<file path="src/rtl/flash_stream_reader.sv">
module flash_stream_reader #(
  parameter int AW = 32,
  parameter int DEPTH = 64,
  parameter int MAX_WORDS = 64
) (
  input  logic          clk,
  input  logic          rst_n,
  input  logic          bus_sel,
  input  logic          bus_wr,
  input  logic [3:0]    bus_addr,
  input  logic [31:0]   bus_wdata,
  output logic [31:0]   bus_rdata,
  output logic          irq,
  output logic          fl_req,
  output logic [AW-1:0] fl_addr,
  input  logic          fl_valid,
  input  logic [7:0]    fl_data
);
  localparam int PW = $clog2(DEPTH);
  localparam int LW = $clog2(DEPTH + 1);
  localparam int CW = $clog2(MAX_WORDS + 1);

  logic          owner, busy;
  logic [AW-1:0] base_addr;
  logic [CW-1:0] cnt_reg, left;
  logic [LW-1:0] wm_reg, level;
  logic [4:0]    irq_st, irq_mask, st_set;
  logic [1:0]    bsel;
  logic [23:0]   pack;
  logic [PW-1:0] wp, rp;
  logic [31:0]   mem [DEPTH];

  wire wr       = bus_sel & bus_wr;
  wire rd       = bus_sel & ~bus_wr;
  wire wr_ctrl  = wr && bus_addr == 4'd0;
  wire clear    = wr_ctrl & bus_wdata[1];
  wire start    = wr_ctrl & bus_wdata[0] & ~bus_wdata[1];
  wire go       = start & ~busy & ~owner;
  wire empty    = level == '0;
  wire full     = level == LW'(DEPTH);
  wire take     = fl_req & fl_valid;
  wire push     = take && bsel == 2'd3;
  wire rd_pop   = rd && bus_addr == 4'd7;
  wire pop      = rd_pop & ~empty;
  wire bad_pop  = rd_pop & empty;
  wire last     = push && left == CW'(1);
  wire [CW-1:0] eff_cnt = (cnt_reg > CW'(MAX_WORDS)) ? CW'(MAX_WORDS) : cnt_reg;

  assign fl_req = busy & ~owner & ~full;
  assign irq    = |(irq_st & irq_mask);

  assign st_set[0] = ~empty && level >= wm_reg;
  assign st_set[1] = clear & busy;
  assign st_set[2] = bad_pop & busy;
  assign st_set[3] = (last & ~clear) | (go && eff_cnt == '0);
  assign st_set[4] = bad_pop & ~busy;

  always_comb begin
    case (bus_addr)
      4'd1:    bus_rdata = {31'd0, owner};
      4'd2:    bus_rdata = {31'd0, busy};
      4'd3:    bus_rdata = 32'(base_addr);
      4'd4:    bus_rdata = 32'(cnt_reg);
      4'd5:    bus_rdata = 32'(wm_reg);
      4'd6:    bus_rdata = {30'd0, empty, 1'b0};
      4'd7:    bus_rdata = empty ? 32'd0 : mem[rp];
      4'd8:    bus_rdata = {27'd0, irq_st};
      4'd9:    bus_rdata = {27'd0, irq_mask};
      default: bus_rdata = 32'd0;
    endcase
  end

  always_ff @(posedge clk or negedge rst_n) begin
    if (!rst_n) begin
      owner     <= 1'b1;
      base_addr <= '0;
      cnt_reg   <= '0;
      wm_reg    <= '0;
      irq_mask  <= '0;
      irq_st    <= '0;
    end else begin
      if (wr && bus_addr == 4'd1) owner     <= bus_wdata[0];
      if (wr && bus_addr == 4'd3) base_addr <= bus_wdata[AW-1:0];
      if (wr && bus_addr == 4'd4) cnt_reg   <= bus_wdata[CW-1:0];
      if (wr && bus_addr == 4'd5) wm_reg    <= bus_wdata[LW-1:0];
      if (wr && bus_addr == 4'd9) irq_mask  <= bus_wdata[4:0];
      irq_st <= (irq_st & ~((wr && bus_addr == 4'd8) ? bus_wdata[4:0] : 5'd0)) | st_set;
    end
  end

  always_ff @(posedge clk or negedge rst_n) begin
    if (!rst_n) begin
      busy    <= 1'b0;
      left    <= '0;
      fl_addr <= '0;
      bsel    <= '0;
      pack    <= '0;
    end else if (clear) begin
      busy <= 1'b0;
      bsel <= '0;
    end else if (go) begin
      busy    <= eff_cnt != '0;
      left    <= eff_cnt;
      fl_addr <= base_addr;
      bsel    <= '0;
    end else if (take) begin
      fl_addr <= fl_addr + 1'b1;
      bsel    <= bsel + 1'b1;
      if (bsel != 2'd3) pack[{bsel, 3'b000} +: 8] <= fl_data;
      if (push) left <= left - 1'b1;
      if (last) busy <= 1'b0;
    end
  end

  always_ff @(posedge clk or negedge rst_n) begin
    if (!rst_n) begin
      wp    <= '0;
      rp    <= '0;
      level <= '0;
    end else if (clear) begin
      wp    <= '0;
      rp    <= '0;
      level <= '0;
    end else begin
      if (push) wp <= wp + 1'b1;
      if (pop)  rp <= rp + 1'b1;
      level <= level + LW'(push) - LW'(pop);
    end
  end

  always_ff @(posedge clk) begin
    if (push && !clear) mem[wp] <= {fl_data, pack};
  end


  owner_gate_chk: assert property (@(posedge clk) disable iff (!rst_n)
    (wr && bus_addr == 4'd1 && bus_wdata[0]) |=> !fl_req);

  no_overflow_chk: assert property (@(posedge clk) disable iff (!rst_n)
    push |-> (level < LW'(DEPTH)));

  done_flag_chk: assert property (@(posedge clk) disable iff (!rst_n)
    (last && !clear) |=> (!busy && irq_st[3]));

  clear_empty_chk: assert property (@(posedge clk) disable iff (!rst_n)
    clear |=> (level == '0 && !busy));

  empty_pop_chk: assert property (@(posedge clk) disable iff (!rst_n)
    bad_pop |=> (irq_st[2] || irq_st[4]));

  addr_step_chk: assert property (@(posedge clk) disable iff (!rst_n)
    (take && !clear) |=> (fl_addr == $past(fl_addr) + 1'b1));
endmodule

</file>
<file path="config.mk">
export PLATFORM = sky130hd
export DESIGN_NAME = flash_stream_reader
export DESIGN_NICKNAME = d
export VERILOG_FILES = /design/src/rtl/flash_stream_reader.sv
export SDC_FILE = /design/constraint.sdc
export NUM_CORES = 2
export LEC_CHECK = 0
export BUFFER_PORTS_ARGS = -buffer_cell sky130_fd_sc_hd__buf_2
export CELL_PAD_IN_SITES_DETAIL_PLACEMENT = 1
export CELL_PAD_IN_SITES_GLOBAL_PLACEMENT = 2
export CORE_MARGIN = 1.5
export CORE_UTILIZATION = 45
export CTS_BUF_LIST = sky130_fd_sc_hd__clkbuf_8 sky130_fd_sc_hd__clkbuf_16
export DETAILED_ROUTE_END_ITERATION = 12
export HOLD_SLACK_MARGIN = 0.05
export PLACE_DENSITY = 0.81
export SYNTH_ARGS = -nofsm -noshare
export SYNTH_HDL_FRONTEND = slang
export SYNTH_SLANG_ARGS = --single-unit
</file>
<file path="constraint.sdc">
create_clock -name clk -period 3.7 [get_ports clk]
set_input_delay 0.74 -clock clk [delete_from_list [all_inputs] [get_ports clk]]
set_output_delay 0.74 -clock clk [all_outputs]
set_load 0.01 [all_outputs]
</file>
==> Word-level counts from Yosys, hierarchy flattened <==
Memories as Yosys holds them, arrays and structs flattened.
Index checks and enable logic that the tools add are counted.
{ "classes": {"n_eq_ne": 13, "mul": 0, "div_mod_pow": 0, "n_bitwise": 29, "magnitude_cmp": 2, "muxes": 24, "reduce_logical": 29, "add_sub_neg": 8, "n_shift": 2} }
{ "op_table": {"columns": ["operator", "count"], "rows": [
  ["32-bit case mux with 9 select lines", 1],
  ["32-bit 2-to-1 mux", 3],
  ["7-bit 2-to-1 mux", 5],
  ["32-bit by 1-bit adder with 32-bit output, second input constant", 1],
  ["24-bit bitwise mux", 1],
  ["6-bit 2-to-1 mux", 4],
  ["8-bit by 7-bit variable shift with 24-bit output, first input constant", 1],
  ["8-bit by 7-bit indexed part select with 24-bit output", 1],
  ["1-bit AND", 16],
  ["4-bit by 3-bit equality test with 1-bit output, second input constant", 4],
  ["7-bit zero test", 2],
  ["1-bit logical AND", 13],
  ["6-bit by 1-bit adder with 6-bit output, second input constant", 2],
  ["5-bit AND", 2],
  ["4-bit by 2-bit equality test with 1-bit output, second input constant", 2],
  ["4-bit equality test, second input constant", 2],
  ["1-bit NOT", 8],
  ["2-bit nonzero test", 4],
  ["7-bit by 1-bit adder with 7-bit output", 1],
  ["7-bit by 1-bit equality test with 1-bit output, second input constant", 1],
  ["7-bit equality test, second input constant", 1],
  ["7-bit greater-or-equal comparator", 1],
  ["7-bit greater-than comparator, second input constant", 1],
  ["5-bit negator with 7-bit output", 1],
  ["other kinds (20)", 29]
]} }
{ "word_totals": {"latch_bits": 0, "mem_count": 1, "input_bits": 49, "register_bits": 142, "ram_bits": 2048, "output_inout_bits": 66, "rom_bits": 0} }
{ "memory_table": {"columns": ["name", "depth", "word_bits", "rd", "rd_clocked_by_memory_dff", "write_ports", "line", "rtl"], "rows": [
  ["mem", 64, 32, 1, 0, 1, "31", "logic [31:0] mem [DEPTH];"]
]} }

==> Depth between registers and ports, before layout <==
{ "logic_depth": {"depth_word": 10, "depth_mapped": 17} }

==> Worst setup path after synthesis <==
Ideal clock, no wire load.
{ "synth_timing": {"kind": "input to register", "start": "input port bus_addr[1]", "end": "memory mem[63][0], enable pin", "stages": 6, "setup_time_ns": 0.461, "arrival_time_ns": 3.953, "slack_ns": -0.713, "path_cell_list": "buf_4 > and4bb_2 > and3_1 > clkbuf_1 > clkbuf_1 > nor3_1"} }
{ "synth_via": {"elab_chain_len": 7} }
{ "synth_rtl": {"columns": ["item", "line", "rtl"], "rows": [
  ["start, declared", "10", "input logic [3:0] bus_addr,"],
  ["4-bit zero test", "35", "wire wr_ctrl = wr && bus_addr == 4'd0;"],
  ["1-bit logical AND", "35", null],
  ["1-bit AND", "36", "wire clear = wr_ctrl & bus_wdata[1];"],
  ["1-bit zero test", "132", "if (push && !clear) mem[wp] <= {fl_data, pack};"],
  ["1-bit logical AND", "132", null],
  ["1-bit 2-to-1 mux", "132", null],
  ["1-bit 2-to-1 mux (not written as such)", "132", null],
  ["end, declared", "31", null]
]} }
Every way passes these cells.

==> Final worst setup path <==
{ "layout_timing": {"start": "register rp[2]", "end": "output port bus_rdata[23]"} }
{ "layout_via": {"elab_chain_len": 3} }
{ "layout_rtl": {"columns": ["item", "line", "rtl"], "rows": [
  ["start, declared", "30", "logic [PW-1:0] wp, rp;"],
  ["start signal, assigned", "126", "if (pop) rp <= rp + 1'b1;"],
  ["memory read 64 x 32 bit", null, null],
  ["32-bit 2-to-1 mux", "66", "4'd7: bus_rdata = empty ? 32'd0 : mem[rp];"],
  ["32-bit case mux with 9 select lines", "59", "case (bus_addr)"],
  ["end, declared", "12", "output logic [31:0] bus_rdata,"]
]} }
Every way passes these cells.

==> flow_metrics.py <==
metrics = {
    "detailed_routing": {
        "drt_wl_total_um": 287000,
        "post_drt_wl_per_cell_um": 38.3,
        "dr_total_vias": 49100,
        "ant_nets": 0,
        "first_pass_iters": 5,
        "drt-initial-drc-count": 6874,
        "viasPerCell": 6.55,
        "drcViolationCount": 0,
    },
    "setup_path": {
        "path_cells": "buf_12 > buf_4 > mux4_2 > a21oi_2 > a21oi_2 > a22oi_2 > buf_4 > nand3_4 > buf_6",
        "path_class": "flip-flop to primary output",
        "arrival_ps": 3920,
        "r2r_cells": 9,
        "crit_path_start_kind": "flip-flop",
        "cp-end-kind": "primary output",
        "rr_startpoint": "busy",
        "critPathMaxStageDelay_ps": 590,
        "path_max_fanout": 38,
        "rrSetupSlack_ps": 340,
        "rr_endpoint": "mem[21][6]",
        "crit_slowest_cell": "dfrtp_4",
        "crit_required_ps": 2960,
    },
    "floorplanning": {
        "coreArea_um2": 190000,
        "die_w_um": 440,
        "die_area_um2": 194000,
        "ios": 115,
        "fp-row-count": 160,
        "start_util_pct": 45.2,
        "fp.dieH_um": 440,
    },
    "sta": {
        "finalClockSkew_ps": 45.7,
        "post-route-min-period_ps": 4660,
        "worst_slack_ps": -961,
        "clock.fmax_mhz": 215,
        "relSlewSlack_pct": 5.15,
        "tightest_slew_ps": 1420,
        "setup_viol": 32,
        "tns_ps": -23200,
        "final_hold_viol_count": 0,
        "rsz0062_at_grt": "true",
        "drv_slew": 0,
        "min_period_over_period_pct": 126,
    },
    "synthesis": {
        "yosysTopAreaCellShare_pct": 71.6,
        "synth-main-ff-cell": "edfxtp_1",
        "synth_cell_type_count": 81,
        "synth_edf_count": 2048,
        "yosysMostFrequentCell": "edfxtp_1",
        "netlist_instances": 4137,
        "avgSynthCellArea_um2": 20.8,
        "synth_area_leaders": "edfxtp_1 72%, mux4_2 12%, dfrtp_1 4.1%",
        "synth_nets": 4213,
        "ys_seq_elements": 2190,
        "async_flop_share_pct": 6.48,
        "seq_area_frac_synth_pct": 75.7,
        "syn_area_um2": 85900,
        "synthTopCellsByCount": "2048 x edfxtp_1, 459 x mux4_2, 215 x mux2i_1",
        "yosysTopAreaCell": "edfxtp_1",
        "ys.warnings.count": 0,
    },
    "global_route": {
        "grt_start_max_net_pins": 68,
        "antenna_found_initial": 15,
        "grt_use_total_pct": 29.1,
        "grt_pass1_wl_um": 392000,
        "grt_overflow_total": 0,
        "grt_pass1_vias": 50000,
    },
    "placement": {
        "dp_slack_ps": -597,
        "dp_hpwl_um": 164000,
        "globalplace.congestion": 0.845,
        "portBuffers": 114,
        "place_area_um2": 93300,
    },
    "hold_path": {
        "holdPathStages": 2,
        "min_to": "base_addr[28]",
        "min_from": "bus_wdata[28]",
        "hold_class": "primary input to flip-flop",
    },
    "clock_network": {
        "insertion_delay_ps": 890,
        "clock_sinks": 2190,
        "path_clk_slew_ps": 70,
        "tritoncts": "yes",
        "clock_path_buffers": 3,
        "root_buffer": "clkbuf_16",
        "htreeDepth": 4,
        "cts_made_buffers": 214,
    },
    "power_and_ir_drop": {
        "p_switching_mw": 17.6,
        "clockPowerShare_pct": 33.7,
        "ir_worst_vdd_mv": 0.576,
        "combinationalPowerShare_pct": 21.7,
        "seqPwrFrac_pct": 44.5,
        "intPower_mw": 47.0,
        "netSwitchingFraction_pct": 27.2,
        "power.density_nw_per_um2": 620,
        "power_leakage_nw": 34.2,
    },
    "cells_and_area": {
        "final_core_util_pct": 54.8,
        "largest_register_ffs": 2048,
        "syn_to_final_growth_pct": 21.1,
        "nets": 4868,
        "drive_above_1_share_pct": 37.0,
        "largest-register": "mem",
        "design_area_um2": 104000,
        "top_regs": "mem (2048), base_addr (32), fl_addr (32)",
    },
    "run_status": {
        "violations": "setup timing",
        "status": "finished with violations",
    },
    "job": {
        "maxCapViolations": 0,
    },
}
==> cells in the final DEF (no fill, tap or decap), types with 50 or more instances in the layout <==
master and count:
buf_4 337, a21oi_1 51, nor2_4 65, buf_2 94
nor2_1 53, nand2_1 107, o21ai_0 55, mux2_2 50
inv_1 77, buf_6 64, dfrtp_1 114, clkbuf_16 219
mux4_2 466, mux2i_1 189, edfxtp_1 2048, buf_12 127
==> worst max-delay path: cells and delay by family, from the launching register on <==
| family | cells | cell delay, ps |
|---|---|---|
| AO/OA/AOI/OAI | 3 | 820 |
| buffers and inverters | 4 | 1080 |
| flip-flops | 1 | 590 |
| multiplexers | 1 | 390 |
| AND/OR/NAND/NOR | 1 | 110 |
==> worst max-delay path by stage <==
stage / start / endpoint / slack (ps) / cells past startpoint
floorplan: bus_addr[1] / mem[31][0] / -130 / 7
global placement: bus_addr[3] / bus_rdata[1] / -1610 / 9
detailed placement: rp[0] / bus_rdata[23] / -600 / 10
CTS: rp[0] / bus_rdata[22] / -840 / 11
global route: rp[2] / bus_rdata[23] / -890 / 9
finish: rp[2] / bus_rdata[23] / -960 / 9
==> layer usage <==
layer  vias up  wire length (um)  track usage [%]
met4        14             16200             14.6
met5         -                89                0
met2      3641            137000             47.0
met1     26000            101000             37.6
li1      18600                 -                -
met3       771             33200             6.26
==> what timing repair did <==
item                                    4_1_cts  5_1_grt
endpoints found under the setup margin       32       32
gates cloned                                 20        2
pin swaps                                    72       58
resized for setup                           348      156
endpoints found under the hold margin        52        0
buffers inserted                             84       54
hold buffers                                  1        0
==> kinds of logic after synthesis <==
logic type                 share of synthesized area [%]
adders and majority gates                          0.402
DFF                                                 75.7
and+or+nand+nor                                     2.55
buffers and inverters                               1.76
AOI/OAI and AO/OA                                   3.63
muxes                                               15.6
xor gates and xnor gates                           0.377
==> area by class of cell <==
| cell class | instances | area, um2 |
|---|---|---|
| Clock inverter | 176 | 1340 |
| Antenna cell | 4 | 10.0 |
| Clock buffer | 224 | 5530 |
| Tap cell | 2511 | 3140 |
| Timing Repair Buffer | 670 | 7410 |
| Sequential cell | 2190 | 65100 |
| Multi-Input combinational cell | 1687 | 21400 |
| Fill cell | 16400 | 85900 |
| Inverter | 29 | 109 |
==> power groups by stage <==
stage,sequential [mW],combinational [mW],clock (mW)
global placement,29.2,10.2,0
global route,28.8,14.6,22.6
detailed placement,29.2,10.5,0
CTS,28.7,13.2,21.7
floorplan,28.9,7.22,0
finish,28.7,14.0,21.8
==> per-stage QoR <==
| step | cells | hold slack (ps) | total power [mW] |
|---|---|---|---|
| after detailed placement | 6948 | 510 | 39.7 |
| after global routing | 7488 | 100 | 66.0 |
| after floorplan | 4137 | 444 | 36.1 |
| after CTS | 7441 | 52.5 | 63.6 |
| after global placement | 6948 | 495 | 39.4 |
| final | 7491 | 109 | 64.5 |
Note: power is estimated with default switching activity, not from simulation.
